### src/rtl/bwd_pkg.sv
package bwd_pkg;
  localparam int SLICE_W = 8;

  // Match test for one slice: disabled bits are driven low on both sides,
  // so they can never produce a mismatch.
  function automatic logic slice_equal(input logic [SLICE_W-1:0] a,
                                       input logic [SLICE_W-1:0] cfg,
                                       input logic [SLICE_W-1:0] care);
    logic [SLICE_W-1:0] a_side;
    logic [SLICE_W-1:0] c_side;
    a_side = a & care;
    c_side = cfg & care;
    return a_side == c_side;
  endfunction

  // A closed switch pulls its line low; an open or unfitted one reads high.
  function automatic logic sw_level(input logic closed);
    return ~closed;
  endfunction
endpackage

### src/rtl/cmp_slice.sv
module cmp_slice
  import bwd_pkg::*;
(
  input  logic [SLICE_W-1:0] a,
  input  logic [SLICE_W-1:0] cfg,
  input  logic [SLICE_W-1:0] care,
  output logic               eq_n
);
  assign eq_n = ~slice_equal(a, cfg, care);
endmodule

### src/rtl/wide_match.sv
module wide_match
  import bwd_pkg::*;
#(
  parameter int W = 16
) (
  input  logic [W-1:0] a,
  input  logic [W-1:0] sw_closed,
  input  logic [W-1:0] care,
  output logic         eq_n
);
  localparam int NS    = (W + SLICE_W - 1) / SLICE_W;
  localparam int PAD_W = NS * SLICE_W;

  logic [PAD_W-1:0] a_pad;
  logic [PAD_W-1:0] cfg_pad;
  logic [PAD_W-1:0] care_pad;
  logic [NS-1:0]    slice_eq_n;

  always_comb begin
    a_pad    = '0;
    cfg_pad  = '0;
    care_pad = '0;
    a_pad[W-1:0] = a;
    for (int i = 0; i < W; i++) begin
      cfg_pad[i] = sw_level(sw_closed[i]);
    end
    care_pad[W-1:0] = care;
  end

  for (genvar s = 0; s < NS; s++) begin : g_slice
    cmp_slice u_slice (
      .a    (a_pad[s*SLICE_W +: SLICE_W]),
      .cfg  (cfg_pad[s*SLICE_W +: SLICE_W]),
      .care (care_pad[s*SLICE_W +: SLICE_W]),
      .eq_n (slice_eq_n[s])
    );
  end

  // Cascade: any slice reporting a mismatch blocks the whole match.
  assign eq_n = |slice_eq_n;
endmodule

### src/rtl/bus_window_decoder.sv
module bus_window_decoder #(
  parameter int ADDR_W     = 24,
  parameter int PORT8_W    = 8,
  parameter int PORT16_W   = 16,
  parameter int DEV_ADDR_W = 12,
  localparam int MEM_CMP_W = ADDR_W - DEV_ADDR_W
) (
  input  logic [ADDR_W-1:0]    addr,
  input  logic                 io_cycle,
  input  logic                 mem_cycle,
  input  logic [PORT8_W-1:0]   p8_sw_closed,
  input  logic [PORT8_W-1:0]   p8_care,
  output logic                 p8_sel_n,
  input  logic [PORT16_W-1:0]  p16_sw_closed,
  input  logic [PORT16_W-1:0]  p16_care,
  output logic                 p16_sel_n,
  input  logic [MEM_CMP_W-1:0] mem_sw_closed,
  input  logic [MEM_CMP_W-1:0] mem_care,
  output logic                 mem_sel_n
);
  // Raw compare results, brought out by name for the checker.
  logic p8_eq_n;
  logic p16_eq_n;
  logic mem_eq_n;

  wide_match #(.W(PORT8_W)) u_p8 (
    .a         (addr[PORT8_W-1:0]),
    .sw_closed (p8_sw_closed),
    .care      (p8_care),
    .eq_n      (p8_eq_n)
  );

  wide_match #(.W(PORT16_W)) u_p16 (
    .a         (addr[PORT16_W-1:0]),
    .sw_closed (p16_sw_closed),
    .care      (p16_care),
    .eq_n      (p16_eq_n)
  );

  wide_match #(.W(MEM_CMP_W)) u_mem (
    .a         (addr[ADDR_W-1:DEV_ADDR_W]),
    .sw_closed (mem_sw_closed),
    .care      (mem_care),
    .eq_n      (mem_eq_n)
  );

  // Cycle qualification keeps port and memory spaces apart.
  assign p8_sel_n  = p8_eq_n  | ~io_cycle;
  assign p16_sel_n = p16_eq_n | ~io_cycle;
  assign mem_sel_n = mem_eq_n | ~mem_cycle;
endmodule

### config.mk
export PLATFORM = sky130hd
export DESIGN_NAME = bus_window_decoder
export DESIGN_NICKNAME = d
export VERILOG_FILES = /design/src/rtl/bwd_pkg.sv /design/src/rtl/cmp_slice.sv /design/src/rtl/wide_match.sv /design/src/rtl/bus_window_decoder.sv
export SDC_FILE = /design/constraint.sdc
export NUM_CORES = 1
export LEC_CHECK = 0
export CORE_ASPECT_RATIO = 0.9
export CORE_UTILIZATION = 27
export DETAILED_ROUTE_END_ITERATION = 8
export PLACE_DENSITY = 0.94
export SLEW_MARGIN = 20
export SYNTH_ARGS = -nofsm -noshare
export SYNTH_HDL_FRONTEND = slang
export SYNTH_HIERARCHICAL = 1
export SYNTH_SLANG_ARGS = --single-unit
### constraint.sdc
create_clock -name vclk -period 2.2
set_clock_uncertainty 0.05 [all_clocks]
set_input_delay 0.22 -clock vclk [all_inputs]
set_output_delay 0.22 -clock vclk [all_outputs]
set_load 0.02 [all_outputs]
---- After elaboration in Yosys (flattened, before gate mapping) ----
Cells that the tools add are included.
Widths: inputs -> output; s select.
operators by class
  $add $sub $neg .......................... 0
  $mul .................................... 0
  divide/modulo/power cells ............... 0
  $lt $le $gt $ge ......................... 0
  equality and inequality tests ........... 5
  shifts and indexed selects .............. 0
  multiplexer cells ....................... 0
  bitwise gates (word level) .............. 56
  reduce and logical (&&, ||, !) cells .... 2
operators with widths
  cell             number
  $and 8x8->8      8
  $not 1->1        43
  $eq 8x8->1       4
  $and 4x4->4      2
  $eq 8x4->1       1
  $reduce_or 2->1  2
  $or 1x1->1       3
word-level totals
  flip-flop bits (word level) ............. 0
  bits in latches ......................... 0
  memory bits (writable) .................. 0
  memory bits (read-only) ................. 0
  input bits .............................. 98
  output and inout bits ................... 3
  logic and storage cells ................. 63
  memories kept ........................... 0

---- Depth between registers and ports, before layout ----
Gate-level depths: netlist of the first run.
  word-level depth ........................ 6
  depth in mapped cells ................... 6
  gate-level depth less buffers ........... 6

---- Cells and area by module ----
The synthesis of the first run kept the hierarchy.
modules (own cells, without submodules)
  module               instances  cells an instance  area an instance (µm²)  seq. area each (µm²)
  cmp_slice            5          13                 106.4                   0.0
  wide_match at u_p16  1          17                 66.3                    0.0
  wide_match at u_mem  1          14                 55.1                    0.0
  wide_match at u_p8   1          8                  30.0                    0.0
  bus_window_decoder   1          3                  18.8                    0.0

---- Worst setup path before layout of the first run ----
Ideal clock, no wire load.
  kind .................................... input to output
  start ................................... in mem_sw_closed[10]
  end ..................................... out mem_sel_n
  arrival time ............................ 1.073 ns
  required time ........................... 1.930 ns
  path slack .............................. 0.857 ns
  stages .................................. 6
  buffers on the path ..................... 0
  cells stage by stage .................... inv_1 -> xor2_1 -> a22oi_1 -> nand4_1 -> or2_1 -> nand2b_1
on the way
  longest elaborated chain between the ends .. 6
RTL lines
  element                  RTL line                  text
  start: declaration       bus_window_decoder.sv:17  input logic [MEM_CMP_W-1:0] mem_sw_closed,
  $not 1->1                bwd_pkg.sv:18             return ~closed;
  $and 4x4->4              bwd_pkg.sv:12             c_side = cfg & care;
  $eq 8x4->1               bwd_pkg.sv:13             return a_side == c_side;
  $not 1->1                cmp_slice.sv:9            assign eq_n = ~slice_equal(a, cfg, care);
  via u_mem.slice_eq_n[1]  wide_match.sv:17          logic [NS-1:0] slice_eq_n;
  $reduce_or 2->1          wide_match.sv:40          assign eq_n = |slice_eq_n;
  via mem_eq_n             bus_window_decoder.sv:24  logic mem_eq_n;
  $or 1x1->1               bus_window_decoder.sv:50  assign mem_sel_n = mem_eq_n | ~mem_cycle;
  end: declaration         bus_window_decoder.sv:19  output logic mem_sel_n
The timed path passes the listed nets, and every way through them passes these cells.

---- Final worst setup path of the first run ----
  start ................................... in addr[7]
  end ..................................... out p8_sel_n
on the way
  longest elaborated chain between the ends .. 4
RTL lines
  element             RTL line                  text
  start: declaration  bus_window_decoder.sv:8   input logic [ADDR_W-1:0] addr,
  $and 8x8->8         bwd_pkg.sv:11             a_side = a & care;
  $eq 8x8->1          bwd_pkg.sv:13
  $not 1->1           cmp_slice.sv:9
  via p8_eq_n         bus_window_decoder.sv:22  logic p8_eq_n;
  $or 1x1->1          bus_window_decoder.sv:48  assign p8_sel_n = p8_eq_n | ~io_cycle;
  end: declaration    bus_window_decoder.sv:13  output logic p8_sel_n,
The timed path passes the listed nets, and every way through them passes these cells.

==> results of run 1 <==
[placed cells by master, fill, tap and decap left out]
cell and instances:
inv_1 36, a22oi_2 1, dlygate4sd2_1 1, xor2_1 40, or2_1 2, conb_1 12, nand2b_1 3, nand4_1 5
clkbuf_2 2, buf_4 5, clkdlybuf4s50_1 98, a22oi_1 19
[routing by layer]
metal / vias up / share of wire, % / GRT usage (%)
li1: 558 / - / -
met1: 436 / 37 / 20.3
met2: 32 / 57 / 37.8
met3: 2 / 5.1 / 2.58
met4: 0 / 0.54 / 4.17
met5: - / 0 / 0
[final cells by class]
type               count  area, sq um
repair buffers       106         1040
fillers              211          647
multi-input cells     82          613
inverters             36          135
well taps             28         35.0
[cell families (layout without fill, tap and decap cells)]
family | after synthesis | in the layout
other | 1 | 12
AOI/OAI and AO/OA | 20 | 20
and+or+nand+nor | 10 | 10
xor gates and xnor gates | 40 | 40
buffers and inverters | 36 | 142
[timing repair]
action | CTS | global route
setup buffers | 0 | 0
gates resized for setup | 3 | 5
pin swaps | 0 | 1
endpoints found under the setup margin | 3 | 2
[worst paths after layout]
path                  cells past startpoint  slack (ns)       from         to
worst max-delay path                      7        0.15    addr[7]   p8_sel_n
worst min-delay path                      3        1.01  mem_cycle  mem_sel_n
[worst max-delay path, delay by kind of cell]
kind / cells / cell delay, ns
xor+xnor: 1 / 0.15
buf+inv: 3 / 0.89
simple gates: 2 / 0.26
compound gates: 1 / 0.25
[stage by stage]
stage	setup slack [ns]	TNS [ns]
after floorplan	0.857	0
after global placement	-0.157	-0.288
after detailed placement	-0.170	-0.358
after CTS	0.0402	0
after global routing	0.0858	0
final	0.154	0
[report_power, final]
| part | total, W | internal, W | switching, W |
|---|---|---|---|
| combinational | 0.000307 | 0.000215 | 0.0000915 |
| sequential | 0 | 0 | 0 |
| clock | 0 | 0 | 0 |
==> flow_summary.ini, run 1 <==
[power]
p_leak_nw = 0.895
power_density_nw_per_um2 = 169
max-vdd-ir-drop_uv = 118
power_w = 0.000307

[status]
status = finished clean

[setup_path]
cp_slowest_cell = clkdlybuf4s50_1
crit_path_max_fanout = 2
required_ns = 1.93
crit_arrival_ns = 1.78
setup.worst_path.start_class = input port
critPathKind = input port to output port
max_stage_delay_ns = 0.43
endpoint_kind = output port
cp_cell_sequence = clkdlybuf4s50_1, buf_4, xor2_1, a22oi_1, nand4_1, nand2b_1, dlygate4sd2_1

[yosys]
synth_xor_area_share_pct = 49.9
synth_common_cells = xor2_1, inv_1, a22oi_1
synth_area_sq_um = 702
synth_compound_area_share_pct = 21.4
yosysUniqueCellTypes = 7
synth_top_family_by_area = XOR/XNOR gates
post-synth-top-count-cell = xor2_1
ys_top_cells_by_area = xor2_1, a22oi_1, inv_1
yosys.area_share.simple_pct = 8.91
synth_mux_area_share_pct = 0
ys_seq_area_share_pct = 0
synthCells = 107
syn_avg_cell_area_sq_um = 6.56
ys_warn_count = 6
synthAdderAreaFrac_pct = 0
synth_top_cell_area_share_pct = 49.9
synth_top_area_cell = xor2_1

[drt]
finalWirelength_mm = 2.59
wl_per_cell_microns = 10.3
drc = 0
viasPerCell = 4.08
vias = 1028
antenna_left = 0
first_pass_iters = 2
drtIter0Drc = 13

[grt]
grt-ovfl-total = 0
antenna_found_initial = 0
grt_pass1_wl_mm = 4.22
track_usage_pct = 18.6
first_global_vias = 1073
grt_max_degree = 3

[place]
numPortBuffers = 101
dp_hpwl_mm = 2.50
dp_cells = 252
placed_area_sq_um = 1830
place.gp.congestion = 0.741

[die]
fp.dieArea_sq_um = 2810
initial_core_util_pct = 28.4
die_h_microns = 50.4
core_area_sq_um = 2470
ios = 101
rows = 17
die_w_microns = 55.7

[sta]
max_freq_ghz = 0.489
hold_viol = 0
drv_slew = 0
period_minus_slack_ns = 2.05
timing.hold.ws_ns = 1.01
min_period_over_period_pct = 93.0
setup_viol = 0
rsz0062_at_grt = no

[clocking]
cts.hold.buffers_added = 0

[cells_and_area]
final_cells = 252
design.seq.count = 0
design_area_sq_um = 1820
antenna_cells = 0
syn2layout_area_growth_pct = 159
layout-drive-gt1-share_pct = 3.57
nClkBuffers = 0
nNetsFinal = 324
final_util_pct = 73.8
seq_area_sq_um = 0

[hold_path]
min_path_type = input port to output port

[flow_run]
drv_cap = 0
No activity file was read; power rests on OpenSTA's default activity.
==> run 2, diff against run 1 <==
--- a/config.mk
+++ b/config.mk
@@ -5,7 +5,9 @@
 export SDC_FILE = /design/constraint.sdc
 export NUM_CORES = 1
 export LEC_CHECK = 0
+export ABC_CLOCK_PERIOD_IN_PS = 2200
 export CORE_ASPECT_RATIO = 0.9
+export CORE_MARGIN = 4
 export CORE_UTILIZATION = 27
 export DETAILED_ROUTE_END_ITERATION = 8
 export PLACE_DENSITY = 0.94
==> run 2 against run 1 <==
First-iteration DRC count is 31% higher. Setup slack worse by 0.063 ns. Sequential share of layout area stayed put. Die area is 24% higher. Combinational power is 2% higher. Flip-flop and latch count stayed put. Final cell count is 1.2% higher. Critical path depth is 1 higher. Worst hold slack better by 0.0058 ns. Design area is 1.5% higher. Wire length is 15% higher.
==> flow_summary.ini, run 2 (synthesis results as in run 1) <==
[drt]
drtIter0Drc = 17
wl_per_cell_microns = 11.6
finalWirelength_mm = 2.97
viasPerCell = 4.07
antenna_left = 0
first_pass_iters = 4
drc = 0
vias = 1037

[grt]
first_global_vias = 1060
grt_pass1_wl_mm = 4.37
track_usage_pct = 16.2
antenna_found_initial = 0
grt_max_degree = 3
grt-ovfl-total = 0

[sta]
tns_ns = 0
period_minus_slack_ns = 2.11
max_freq_ghz = 0.474
rsz0062_at_grt = no
setup_viol = 0
drv_slew = 0
timing.hold.ws_ns = 1.02
min_period_over_period_pct = 95.9
hold_viol = 0

[cells_and_area]
antenna_cells = 0
syn2layout_area_growth_pct = 163
seq_area_sq_um = 0
layout-drive-gt1-share_pct = 4.41
nClkBuffers = 0
design.seq.count = 0
layout_common_cells = clkdlybuf4s50_1, xor2_1, inv_1
layout_commonest_cell = clkdlybuf4s50_1
final_cells = 255
nNetsFinal = 327
design_area_sq_um = 1850

[place]
numPortBuffers = 101
dp_hpwl_mm = 2.93
placed_area_sq_um = 1850
dp_cells = 255
place.gp.congestion = 0.804

[setup_path]
cpLargestDelayFamily = buffers and inverters
cp_cell_sequence = clkdlybuf4s50_1, inv_1, xor2_1, a22oi_2, nand4_1, or2_1, nand2b_1, clkdlybuf4s15_1
worstSetupStartpoint = p16_sw_closed[15]
setup.worst_path.start_class = input port
endpoint_kind = output port
crit_path_max_fanout = 1
required_ns = 1.93
crit_buf_inv = 3
max_stage_delay_ns = 0.46
critPathKind = input port to output port
cp_slowest_cell = clkdlybuf4s50_1
crit_arrival_ns = 1.84

[die]
die_h_microns = 56.4
core_area_sq_um = 2470
initial_core_util_pct = 28.4
die_w_microns = 61.7
rows = 17
fp.dieArea_sq_um = 3480
ios = 101

[hold_path]
hold_start = mem_cycle
min_path_type = input port to output port

[flow_run]
drv_cap = 0

[power]
power_w = 0.000312
p_leak_nw = 0.911
max-vdd-ir-drop_uv = 129
power_density_nw_per_um2 = 169

[status]
status = finished clean
-- run 2: changes by cell type in the layout (fill, tap and decap cells not counted), sizes merged --
| cell | before | now |
|---|---|---|
| buf | 5 | 8 |
| clkbuf | 2 | 1 |
| clkdlybuf4s15 | 0 | 1 |
-- run 2: worst min-delay path: cells and delay by family --
| family | cells | cell delay (ns) |
|---|---|---|
| buffers and inverters | 2 | 0.56 |
| AND/OR/NAND/NOR | 1 | 0.07 |
-- run 2: area by class of cell --
cell class	count	area, sq um
Inverter	36	135
Fill cell	215	619
Timing Repair Buffer	109	1060
Tap cell	28	35.0
Multi-Input combinational cell	82	613
-- run 2: what timing repair did --
action,in CTS,in global routing
hold buffers,0,0
setup buffers,0,0
setup endpoints to repair,3,2
pin swaps,1,0
resized for setup,3,4
-- run 2: power by group --
group	internal [W]	switching (W)	leakage [nW]
logic	0.000219	0.0000932	0.911
registers	0	0	0
clock network	0	0	0
total	0.000219	0.0000932	0.911
-- run 2: path summary, 6_finish.rpt --
path	to	slack [ns]	cells past startpoint
setup / recovery	p16_sel_n	0.09	8
hold / removal	mem_sel_n	1.02	3
-- run 2: per-layer routing --
layer  part of all wire (%)  vias up  GRT usage (%)
li1                       -      563              -
met5                      0        -              0
met2                     57       37           32.1
met1                     33      429           16.6
met4                    2.2        0           3.64
met3                    7.8        8           2.53
-- run 2: through the flow --
stage	util [%]	worst slack [ns]
after floorplan	-	0.857
after CTS	74.8	0.00932
after global placement	74.9	-0.153
after detailed placement	74.9	-0.224
final	74.9	0.0912
after global routing	74.9	0.0120
==> run 3, diff against run 2 <==
--- a/config.mk
+++ b/config.mk
@@ -6,6 +6,7 @@
 export NUM_CORES = 1
 export LEC_CHECK = 0
 export ABC_CLOCK_PERIOD_IN_PS = 2200
+export CAP_MARGIN = 25
 export CORE_ASPECT_RATIO = 0.9
 export CORE_MARGIN = 4
 export CORE_UTILIZATION = 27
==> results of run 3 <==
Same layout as run 2: the final DEF is identical, and so are final timing and power.
